[src/rtl/chain_rd_pkg.sv]
package chain_rd_pkg;
    typedef enum logic [1:0] {
        ST_IDLE  = 2'd0,
        ST_WAIT  = 2'd1,
        ST_SHIFT = 2'd2
    } rd_state_e;
endpackage

[src/rtl/rd_cycle_timer.sv]
// Counts enabled cycles; tick on the LIMIT-th consecutive enabled cycle.
module rd_cycle_timer #(
    parameter int LIMIT = 2
) (
    input  logic clk,
    input  logic rst_n,
    input  logic en,
    output logic tick
);
    localparam int CW = (LIMIT > 1) ? $clog2(LIMIT) : 1;

    logic [CW-1:0] cnt_d, cnt_q;

    assign tick = en && (cnt_q == CW'(LIMIT - 1));

    always_comb begin
        cnt_d = cnt_q;
        if (!en || tick) cnt_d = '0;
        else             cnt_d = cnt_q + CW'(1);
    end

    always_ff @(posedge clk) begin
        if (!rst_n) cnt_q <= '0;
        else        cnt_q <= cnt_d;
    end
endmodule

[src/rtl/rd_capture_shreg.sv]
// Serial-in shift register; new bits enter at bit 0 and move upward.
module rd_capture_shreg #(
    parameter int W = 48
) (
    input  logic         clk,
    input  logic         rst_n,
    input  logic         shift_en,
    input  logic         bit_i,
    output logic [W-1:0] q
);
    logic [W-1:0] q_d, q_q;

    for (genvar i = 0; i < W; i++) begin : g_cell
        if (i == 0) begin : g_head
            assign q_d[i] = shift_en ? bit_i : q_q[i];
        end else begin : g_body
            assign q_d[i] = shift_en ? q_q[i-1] : q_q[i];
        end
    end

    always_ff @(posedge clk) begin
        if (!rst_n) q_q <= '0;
        else        q_q <= q_d;
    end

    assign q = q_q;
endmodule

[src/rtl/chain_adc_reader.sv]
module chain_adc_reader
    import chain_rd_pkg::*;
#(
    parameter int NDEV       = 3,
    parameter int WORD_W     = 16,
    parameter int HALF_DIV   = 2,
    parameter int WAIT_LIMIT = 4096
) (
    input  logic                     clk,
    input  logic                     rst_n,
    input  logic                     start_i,
    input  logic                     sdi_i,
    output logic                     cnv_o,
    output logic                     sck_o,
    output logic [NDEV*WORD_W-1:0]   data_o,
    output logic                     done_o,
    output logic                     timeout_o
);
    localparam int BUS_W       = NDEV * WORD_W;
    localparam int TOTAL_FALLS = BUS_W + 1;
    localparam int FC_W        = $clog2(TOTAL_FALLS + 1);

    typedef struct packed {
        rd_state_e         st;
        logic              cnv;
        logic              sck;
        logic              done;
        logic              tmo;
        logic [FC_W-1:0]   falls;
        logic [BUS_W-1:0]  data;
    } regs_t;

    regs_t r_d, r_q;

    logic             half_tick;
    logic             wait_tick;
    logic             shift_en;
    logic [BUS_W-1:0] cap_q;

    rd_cycle_timer #(.LIMIT(HALF_DIV)) u_half (
        .clk   (clk),
        .rst_n (rst_n),
        .en    (r_q.st == ST_SHIFT),
        .tick  (half_tick)
    );

    rd_cycle_timer #(.LIMIT(WAIT_LIMIT)) u_wait (
        .clk   (clk),
        .rst_n (rst_n),
        .en    (r_q.st == ST_WAIT),
        .tick  (wait_tick)
    );

    // Capture on the edge that drives SCK low; the first fall carries busy.
    assign shift_en = (r_q.st == ST_SHIFT) && half_tick && r_q.sck
                      && (r_q.falls != '0);

    rd_capture_shreg #(.W(BUS_W)) u_cap (
        .clk      (clk),
        .rst_n    (rst_n),
        .shift_en (shift_en),
        .bit_i    (sdi_i),
        .q        (cap_q)
    );

    always_comb begin
        r_d      = r_q;
        r_d.done = 1'b0;
        r_d.tmo  = 1'b0;
        unique case (r_q.st)
            ST_IDLE: begin
                r_d.sck = 1'b1;
                r_d.cnv = 1'b0;
                if (start_i) begin
                    r_d.st    = ST_WAIT;
                    r_d.cnv   = 1'b1;
                    r_d.falls = '0;
                end
            end
            ST_WAIT: begin
                if (sdi_i) begin
                    r_d.st = ST_SHIFT;
                end else if (wait_tick) begin
                    r_d.st  = ST_IDLE;
                    r_d.cnv = 1'b0;
                    r_d.tmo = 1'b1;
                end
            end
            ST_SHIFT: begin
                if (half_tick) begin
                    if (r_q.sck) begin
                        r_d.sck   = 1'b0;
                        r_d.falls = r_q.falls + FC_W'(1);
                    end else begin
                        r_d.sck = 1'b1;
                        if (r_q.falls == FC_W'(TOTAL_FALLS)) begin
                            r_d.st   = ST_IDLE;
                            r_d.cnv  = 1'b0;
                            r_d.done = 1'b1;
                            r_d.data = cap_q;
                        end
                    end
                end
            end
            default: begin
                r_d.st  = ST_IDLE;
                r_d.cnv = 1'b0;
                r_d.sck = 1'b1;
            end
        endcase
    end

    always_ff @(posedge clk) begin
        if (!rst_n) begin
            r_q       <= '0;
            r_q.st    <= ST_IDLE;
            r_q.sck   <= 1'b1;
        end else begin
            r_q <= r_d;
        end
    end

    assign cnv_o     = r_q.cnv;
    assign sck_o     = r_q.sck;
    assign done_o    = r_q.done;
    assign timeout_o = r_q.tmo;
    assign data_o    = r_q.data;
endmodule

[config.mk]
export PLATFORM = sky130hd
export DESIGN_NAME = chain_adc_reader
export DESIGN_NICKNAME = d
export VERILOG_FILES = /design/src/rtl/chain_rd_pkg.sv /design/src/rtl/rd_cycle_timer.sv /design/src/rtl/rd_capture_shreg.sv /design/src/rtl/chain_adc_reader.sv
export SDC_FILE = /design/constraint.sdc
export NUM_CORES = 1
export LEC_CHECK = 0
export BUFFER_PORTS_ARGS = -buffer_cell sky130_fd_sc_hd__buf_2
export CAP_MARGIN = 10
export CORE_ASPECT_RATIO = 1.4
export CORE_UTILIZATION = 35
export DETAILED_ROUTE_END_ITERATION = 7
export GPL_ROUTABILITY_DRIVEN = 0
export PLACE_DENSITY = 0.64
export SLEW_MARGIN = 5
export SYNTH_ARGS = -nofsm -noshare
export SYNTH_HDL_FRONTEND = slang
export SYNTH_SLANG_ARGS = --single-unit
[constraint.sdc]
create_clock -name clk -period 1.7 [get_ports clk]
set_input_delay 0.34 -clock clk [delete_from_list [all_inputs] [get_ports clk]]
set_output_delay 0.34 -clock clk [all_outputs]
set_load 0.02 [all_outputs]
**Word-level counts from Yosys, hierarchy flattened**

Cells that the tools add are included.

- Input bits: 4
- Logic and storage cells: 70
- Output and inout port bits: 52
- Bits in registers: 121

- Add/subtract/negate cells: 3
- Reductions and logical operators: 21
- Bitwise gates (word level): 5
- Mux-type cells: 19
- Eq/ne operators: 12

Operators with widths:

| cell | number |
|---|---|
| 2-to-1 mux 48 bit | 2 |
| 2-to-1 mux 54 bit | 1 |
| != test 2 bit, second input constant | 7 |
| adder 12 x 1 -> 12 bit, second input constant | 1 |
| == test 12 bit, second input constant | 1 |
| 2-to-1 mux 3 bit | 4 |
| 2-to-1 mux 6 bit | 2 |
| one-hot mux 6 bit (2 select lines) | 1 |
| AND reduction 5 bit | 2 |
| one-hot mux 3 bit (3 select lines) | 1 |
| AND reduction 4 bit | 2 |
| adder 6 x 1 -> 6 bit, second input constant | 1 |
| == test 6 bit, second input constant | 1 |
| nonzero test 6 bit | 1 |
| logical AND 1 bit | 5 |
| 2-to-1 mux 1 bit | 5 |
| 2-to-1 mux 5 bit | 1 |
| NOT 1 bit | 5 |
| OR reduction 2 bit | 2 |
| OR reduction 4 bit | 1 |
| != test 3 bit, second input constant | 1 |
| OR reduction 3 bit | 1 |
| == test 2 x 1 -> 1 bit, second input constant | 1 |
| == test 2 bit, second input constant | 1 |
| 8 further kinds | 10 |

**Longest topological paths before layout**

Gate-level depths: netlist (run 1).

- Word-level depth: 5
- Mapped depth: 9

**Modules after synthesis**

Synthesis (run 1) repeated with hierarchy kept, for this count alone.

- Cell total of the unflattened synthesis: 553
- Area, all modules: 5,377.7 um2

By module, submodules not included:

| module | area an instance (um2) | cells an instance | instances | sequential area each (um2) |
|---|---|---|---|---|
| chain_adc_reader | 2,919.0 | 331 | 1 | 1,201.2 |
| rd_capture_shreg | 1,844.3 | 155 | 1 | 960.9 |
| rd_cycle_timer (u_wait) | 578.1 | 64 | 1 | 240.2 |
| rd_cycle_timer (u_half) | 36.3 | 3 | 1 | 20.0 |

**Least setup slack after synthesis (run 1)**

OpenSTA, ideal clock, no wires.

- Kind: reg-to-reg
- Start point: register r_q[49] (netlist bit)
- End point: register r_q (netlist bit done_o)
- Arrival time: 1.525 ns
- Library setup time: 0.115 ns
- Stages on the path, launching flop included: 9
- Path slack: 0.060 ns
- Path through: dfxtp_1 -> inv_1 -> ha_1 -> and4b_1 -> and4_1 -> buf_2 -> buf_4 -> buf_4 -> and2_1

- Word-level cells in the longest chain between the ends: 2

RTL lines:

| what | line | RTL |
|---|---|---|
| start: declaration | chain_adc_reader.sv:33 | `regs_t r_d, r_q;` |
| start signal: assignment | chain_adc_reader.sv:119 | `r_q <= r_d;` |
| == test 6 bit | chain_adc_reader.sv:96 | `if (r_q.falls == FC_W'(TOTAL_FALLS)) begin` |
| 2-to-1 mux 1 bit | chain_adc_reader.sv:96 |  |

Every way passes these cells.
A chain may end at the register's enable or synchronous reset.

**Worst setup path in the final report (run 1)**

- Start point: register r_q[50] (netlist bit)
- End point: register u_cap.q_q[7], in the netlist u_cap.q[7]

- Word-level cells in the longest chain between the ends: 2

RTL lines:

| what | line | RTL |
|---|---|---|
| nonzero test 6 bit | chain_adc_reader.sv:56 | `&& (r_q.falls != '0);` |
| logical AND 1 bit | chain_adc_reader.sv:56 |  |
| end signal: assignment | rd_capture_shreg.sv:23 | `else q_q <= q_d;` |
| end: declaration | rd_capture_shreg.sv:11 | `logic [W-1:0] q_d, q_q;` |

Every way passes these cells.

==> impl_metrics.yaml, run 1 <==
clock_network:
  cts_max_path_buffers: 2
  cts.sinks: 121
  cts-htree-levels: 4
  cts_buffers: 17
  cts-root-buf: "clkbuf_16"
  clk_latency_ps: 410
  cts_tree: "yes"
  path_clk_slew_ps: 60
logic_synthesis:
  async_flop_share_pct: 0
  synth_top_area_share_pct: 47.6
  synth_cells: 540
  ys_seq_area_share_pct: 47.6
  synth_edf_count: 0
  synth_top_flop_cell: "dfxtp_1"
  syn_nets: 548
  synth_top_cell_by_area: "dfxtp_1"
  synthTopCellsByArea: "dfxtp_1 48%, mux2i_1 9.4%, buf_4 7.7%"
  synth_cell_type_count: 38
  synth-seq-cells: 121
  yosys-top-cells-count: "121 x dfxtp_1, 103 x nand2_1, 52 x buf_4"
  synth_warnings: 0
  synth.most_common_cell: "dfxtp_1"
  syn_area_per_cell_um2: 9.42
  syn_area_um2: 5090
timing:
  hold_violations: 0
  whs_ps: 187
  fin_tns_setup_ps: 0
  max_freq_ghz: 0.614
  worst_slew_pin_slew_ps: 501
  post-route-min-period_ps: 1630
  drv_slew: 0
  setup_violations: 0
  max-slew-margin-rel_pct: 66.3
  period_share_pct: 95.8
  fin_skew_ps: 8.79
worst_setup_path:
  critical_path_class: "flop to flop"
  timing.rr.start: "r_q[50]"
  arrival_ps: 1920
  path_max_fanout: 6
  crit_path_start_kind: "flop"
  worst_r2r_path_depth: 6
  critPathLaunch: "r_q[50]"
  worstSetupEndpoint: "u_cap.q[7]"
  cp-end-kind: "flop"
  rr_endpoint: "u_cap.q[7]"
  r2r_setup_slack_ps: 70
  cp.required_ps: 1990
layout:
  antenna_cells: 0
  drive_gt1_share_pct: 19.1
  fillCellCount: 1375
  final_nets: 563
  syn2layout_area_growth_pct: 16.6
detailed_routing:
  wl_um: 9340
  drc_errors: 0
  vias: 3388
  avgRoutedWirePerCell_um: 12.4
  drtIter0Drc: 119
  vias_per_cell: 4.51
  ant_nets: 0
  drt_first_pass_iters: 4
grt:
  grt_pass1_vias: 3418
  grt_pass1_wl_um: 15100
  grt_overflow: 0
  grt_use_total_pct: 12.6
  grt_start_max_net_pins: 93
  antenna_found_initial: 0
die:
  rows: 51
  die_y_um: 145
  die_x_um: 104
  start_util_pct: 36.2
  die-area_um2: 15000
  core_um2: 14000
  io_pins: 56
power:
  peakVddDrop_v: 0.000552
  leakage_uw: 0.00212
  finalPower_uw: 6380
  powerDensity_nw_per_um2: 1080
placement:
  dp_hpwl_um: 6100
  io_buffers: 55
outcome:
  status: "finished, final reports clean"
worst_hold_path:
  hold_class: "input port to flop"
job:
  maxCapViolCount: 0
-- cell type report --
| cell class | instances | area [um2] | area share (%) |
|---|---|---|---|
| Sequential cell | 121 | 2430 | 40.9 |
| Multi-Input combinational cell | 337 | 2140 | 36.1 |
| Timing Repair Buffer | 74 | 558 | 9.41 |
| Clock buffer | 22 | 464 | 7.83 |
| Tap cell | 185 | 231 | 3.90 |
| Clock inverter | 8 | 97.6 | 1.65 |
| Inverter | 4 | 15.0 | 0.253 |
-- cells in the final DEF (no fill, tap or decap), types with 4 or more instances in the layout --
cell type / synthesis / layout
dfxtp_1: 121 / 118
nand2_1: 103 / 103
buf_2: 8 / 55
nor2b_1: 50 / 50
mux2i_1: 48 / 48
a21boi_0: 30 / 30
nor2_1: 20 / 20
a21boi_1: 20 / 20
clkbuf_16: 0 / 20
xor2_1: 9 / 9
buf_4: 52 / 9
nand3_1: 9 / 8
buf_12: 0 / 7
nand4_1: 5 / 5
xnor2_1: 5 / 5
inv_1: 4 / 4
nand2b_1: 4 / 4
ha_1: 4 / 4
-- what timing repair did --
action / 4_1_cts / 5_1_grt
hold endpoints to repair: 0 / 0
endpoints found under the setup margin: 0 / 73
buffers inserted: 0 / 2
hold buffers: 0 / 0
gates resized for setup: 0 / 6
-- worst min-delay path by stage --
stage / start / end / slack (ps) / cells past startpoint
4_1_cts: sdi_i / timeout_o / 180 / 2
6_report: sdi_i / timeout_o / 190 / 2
2_1_floorplan: u_wait.cnt_q[0] / u_wait.cnt_q[0] / 410 / 1
5_1_grt: sdi_i / timeout_o / 180 / 2
3_5_place_dp: u_wait.cnt_q[0] / u_wait.cnt_q[0] / 430 / 1
3_3_place_gp: u_wait.cnt_q[0] / u_wait.cnt_q[0] / 420 / 1
-- worst max-delay path, stage by stage, from the launching register on --
cell and delay (ps):
dfxtp_1 360, nor4_1 490, a21boi_4 180, buf_4 160, buf_4 130, mux2i_1 130, nor2b_1 60
-- logic make-up after synthesis --
kind of cell | Yosys count | synth area share, %
AND/OR/NAND/NOR | 208 | 19.7
flip-flops | 121 | 47.6
buffers and inverters | 82 | 10.7
AO/OA/AOI/OAI | 63 | 9.12
multiplexers | 48 | 9.44
XOR/XNOR | 14 | 2.41
adder cells (fa/ha/maj) | 4 | 0.984
-- per-layer routing --
layer | up-vias | wire (um) | share of wire [%] | global-route usage, %
met3 | 18 | 424 | 4.5 | 4.25
met1 | 1567 | 4050 | 43 | 13.3
met2 | 51 | 4620 | 49 | 21.9
met5 | - | 0 | 0 | 0
li1 | 1752 | - | - | -
met4 | 0 | 247 | 2.6 | 7.89
-- flip-flops by register name (all words and copies together) (netlist names) --
name	cells
cnv_o	1
data_o	48
done_o	1
r_q	8
sck_o	1
timeout_o	1
u_cap.q	48
u_half.cnt_q	1
u_wait.cnt_q	12
-- through the flow --
stage / instances / area [um2] / setup WS [ps] / utilization [%]
final: 751 / 5930 / 70.9 / 42.2
after global placement: 716 / 5270 / 150 / 37.5
after floorplan: 540 / 5090 / 59.8 / -
after global routing: 751 / 5930 / -15.8 / 42.2
after detailed placement: 716 / 5270 / 40.3 / 37.5
after CTS: 746 / 5830 / 24.0 / 41.5
-- report_power, final --
part | internal, uW | switching [uW]
combinational | 59.9 | 66.0
clock | 2200 | 1200
sequential | 2850 | 6.79
total | 5110 | 1270
Power figures use the tool's default switching activity.
==> run 2, diff against run 1 <==
- CORE_UTILIZATION: 35 -> 52
- PLACE_DENSITY: 0.64 -> 0.85
==> impl_metrics.yaml, run 2 (synthesized netlist as in run 1, its figures left out) <==
timing:
  drv_slew: 0
  hold_violations: 0
  rsz0062_at_grt: "yes"
  fin_tns_setup_ps: 0
  worst_slew_pin_slew_ps: 538
  period_share_pct: 96.8
  max_freq_ghz: 0.608
  whs_ps: 211
  max-slew-margin-rel_pct: 63.7
  fin_skew_ps: 7.66
  setup_violations: 0
  post-route-min-period_ps: 1650
worst_setup_path:
  slowest_delay_ps: 390
  cp.required_ps: 1990
  crit_path_start_kind: "flop"
  arrival_ps: 1940
  critPathSlowestCell: "dfxtp_2"
  cp_cell_sequence: "and4b_1 -> a21boi_4 -> buf_12 -> mux2i_1 -> nor2b_1"
  path_max_fanout: 15
  critical_path_class: "flop to flop"
  cp-end-kind: "flop"
  cp_top_family: "flip-flops"
  path_buf_inv: 1
detailed_routing:
  vias: 3469
  vias_per_cell: 5.14
  wl_um: 9370
  avgRoutedWirePerCell_um: 13.9
  drt_first_pass_iters: 4
  ant_nets: 0
  drtIter0Drc: 171
  drc_errors: 0
power:
  peakVddDrop_v: 0.000735
  leakage_uw: 0.00212
  powerDensity_nw_per_um2: 1170
die:
  die_x_um: 85.6
  die-area_um2: 10200
  core_um2: 9460
  start_util_pct: 53.8
  rows: 42
  io_pins: 56
  die_y_um: 119
job:
  maxCapViolCount: 0
clock_network:
  cts_tree: "yes"
  clk_latency_ps: 410
  cts-root-buf: "clkbuf_16"
  cts_max_path_buffers: 2
  ctsHoldBuffers: 0
  cts.sinks: 121
  path_clk_slew_ps: 50
  postCtsSetupRepairBufs: 0
  cts_buffers: 17
  cts-htree-levels: 4
grt:
  grt_start_max_net_pins: 65
  grt_pass1_vias: 3418
  grt_pass1_wl_um: 15500
  grt_overflow: 0
  antenna_found_initial: 0
  grt_use_total_pct: 19.3
layout:
  final_common_cell: "dfxtp_1"
  antenna_cells: 0
  fin_area_um2: 5830
  final_nets: 560
  syn2layout_area_growth_pct: 14.6
  drive_gt1_share_pct: 18.9
  layout_common_cells: "120 x dfxtp_1, 103 x nand2_1, 55 x buf_2"
placement:
  dp_hpwl_um: 6030
  place_area_um2: 5130
  io_buffers: 55
outcome:
  status: "finished, final reports clean"
worst_hold_path:
  hold_class: "input port to flop"
run 2: repair_timing:
| item | in CTS | in global routing |
|---|---|---|
| cloned | 0 | 1 |
| setup endpoints to repair | 3 | 18 |
| gates resized for setup | 1 | 6 |
run 2: per-stage QoR:
step / worst slack [ps] / power, uW / util [%] / std cells
floorplan: 59.8 / 3000 / - / 540
global placement: 163 / 3030 / 54.2 / 642
detailed placement: -4.58 / 3030 / 54.2 / 642
CTS: 25.1 / 6880 / 61.1 / 674
global route: -47.8 / 7040 / 61.6 / 675
finish: 54.1 / 6830 / 61.6 / 675
run 2: final timing paths:
path | startpoint | to | slack (ps) | cells past startpoint
hold / removal | sdi_i | timeout_o | 210 | 2
setup / recovery | r_q[59] | u_cap.q[30] | 50 | 5
hold reg to reg | u_wait.cnt_q[0] | u_wait.cnt_q[0] | 440 | 1
setup reg to reg | r_q[59] | u_cap.q[30] | 50 | 5
run 2: per-layer routing:
| layer | track usage [%] | share of wire, % | vias to the layer above |
|---|---|---|---|
| met1 | 21.0 | 42 | 1637 |
| li1 | - | - | 1746 |
| met5 | 0 | 0 | - |
| met2 | 32.6 | 51 | 66 |
| met3 | 6.86 | 3.7 | 20 |
| met4 | 10.3 | 2.5 | 0 |
run 2: cell type report:
class | count | area, um2
clock inverters | 10 | 165
flip-flops and latches | 121 | 2420
repair buffers | 71 | 462
fillers | 762 | 3630
multi-input cells | 337 | 2140
well taps | 110 | 138
clock buffers | 22 | 484
inverters | 4 | 15.0
run 2: power by group:
group          total, uW  internal, uW  switching, uW
combinational        119          54.6           64.5
sequential          2850          2850           8.14
clock               3860          2610           1250
total               6830          5510           1320
==> run 3, diff against run 2 <==
--- a/config.mk
+++ b/config.mk
@@ -11,2 +11,3 @@
 export CORE_UTILIZATION = 52
+export CTS_BUF_LIST = sky130_fd_sc_hd__clkbuf_4 sky130_fd_sc_hd__clkbuf_8 sky130_fd_sc_hd__clkbuf_16
 export DETAILED_ROUTE_END_ITERATION = 7
--- a/constraint.sdc
+++ b/constraint.sdc
@@ -3,2 +3,2 @@
 set_output_delay 0.34 -clock clk [all_outputs]
-set_load 0.02 [all_outputs]
+set_load 0.01 [all_outputs]
==> impl_metrics.yaml, run 3 (synthesized netlist as in run 1, its figures left out) <==
detailed_routing:
  drc_errors: 0
  avgRoutedWirePerCell_um: 13.9
  vias: 3460
  wl_met1_um: 4030
  drt_first_pass_iters: 4
  wl_met3_um: 353
  drtIter0Drc: 169
  routed-wl-met2_um: 4760
  top_layer_used: "met4"
  wl_um: 9370
  vias_per_cell: 5.13
  ant_nets: 0
layout:
  multiInputGateArea_um2: 2140
  syn2layout_area_growth_pct: 14.7
  drive_gt1_share_pct: 19.1
  fillCellCount: 759
  register_area_um2: 2420
  layout_common_cells: "120 x dfxtp_1, 103 x nand2_1, 55 x buf_2"
  final_nets: 560
  antenna_cells: 0
  final_common_cell: "dfxtp_1"
grt:
  grt_start_max_net_pins: 65
  antenna_found_initial: 0
  grt_pass1_vias: 3415
  grt_overflow: 0
  grt_use_total_pct: 19.3
  grt_pass1_wl_um: 15400
timing:
  setup_violations: 0
  max-slew-margin-rel_pct: 64.0
  worst_slew_pin_slew_ps: 534
  max_freq_ghz: 0.609
  rsz0062_at_grt: "yes"
  period_share_pct: 96.7
  drv_slew: 0
  whs_ps: 214
  fin_skew_ps: 8.68
  fin_ws_ps: 56.8
  fin_tns_setup_ps: 0
  hold_violations: 0
  post-route-min-period_ps: 1640
worst_setup_path:
  arrival_ps: 1930
  crit_path_start_kind: "flop"
  critical_path_class: "flop to flop"
  path_max_fanout: 15
  cp-end-kind: "flop"
  worstSetupEndpoint: "u_cap.q[30]"
  rr_endpoint: "u_cap.q[30]"
  worst_r2r_path_depth: 5
  r2r_setup_slack_ps: 60
  timing.rr.start: "r_q[59]"
  critPathLaunch: "r_q[59]"
  cp.required_ps: 1990
clock_network:
  path_clk_slew_ps: 50
  clk_latency_ps: 410
  ctsHoldBuffers: 0
  cts-htree-levels: 4
  cts.sinks: 121
  cts_buffers: 17
  cts-root-buf: "clkbuf_16"
  cts_max_path_buffers: 2
  cts_tree: "yes"
die:
  die-area_um2: 10200
  io_pins: 56
  core_um2: 9460
  start_util_pct: 53.8
  rows: 42
  die_x_um: 85.6
  die_y_um: 119
outcome:
  status: "finished, final reports clean"
worst_hold_path:
  hold_class: "input port to flop"
power:
  powerDensity_nw_per_um2: 1170
  peakVddDrop_v: 0.000732
  leakage_uw: 0.00212
placement:
  dp_hpwl_um: 6030
  io_buffers: 55
  place_ws_ps: -4.58
job:
  maxCapViolCount: 0
[run 3: critical path, stage by stage (launching register included)]
cell and delay [ps]:
dfxtp_2 390, and4b_1 260, a21boi_4 310, buf_12 210, mux2i_1 260, nor2b_1 80
[run 3: worst min path at each step]
stage,start,cells after the start,slack [ps],to
final,sdi_i,2,210,timeout_o
after detailed placement,u_wait.cnt_q[0],1,440,u_wait.cnt_q[0]
after floorplan,u_wait.cnt_q[0],1,410,u_wait.cnt_q[0]
after CTS,sdi_i,2,190,timeout_o
after global placement,u_wait.cnt_q[0],1,420,u_wait.cnt_q[0]
after global routing,sdi_i,2,190,timeout_o
[run 3: final cells by class]
type,instances,area share (%)
clock inverters,10,2.83
repair buffers,71,7.91
flip-flops and latches,121,41.5
multi-input cells,337,36.7
well taps,110,2.36
clock buffers,22,8.36
inverters,4,0.257
[run 3: per-stage QoR]
| stage | std cells | power [uW] | area (um2) | utilization [%] |
|---|---|---|---|---|
| global route | 675 | 7050 | 5830 | 61.7 |
| finish | 675 | 6850 | 5830 | 61.7 |
| CTS | 674 | 6900 | 5790 | 61.2 |
| detailed placement | 642 | 3030 | 5130 | 54.2 |
| global placement | 642 | 3020 | 5130 | 54.2 |
| floorplan | 540 | 3000 | 5090 | - |
[run 3: power by group]
part / total [uW] / leakage, uW / internal, uW / switching, uW
sequential: 2850 / 0.000975 / 2850 / 8.18
combinational: 117 / 0.000836 / 54.6 / 62.8
clock: 3870 / 0.000312 / 2630 / 1250
[run 3: routing by layer]
| layer | GRT usage [%] | up-vias |
|---|---|---|
| met5 | 0 | - |
| met4 | 10.3 | 0 |
| met3 | 6.86 | 18 |
| met2 | 32.5 | 68 |
| met1 | 21.0 | 1625 |
| li1 | - | 1749 |
[run 3: repair_timing]
action / CTS / global route
buffers inserted: 0 / 0
resized for setup: 1 / 6
setup endpoints to repair: 3 / 19
cloned: 0 / 1
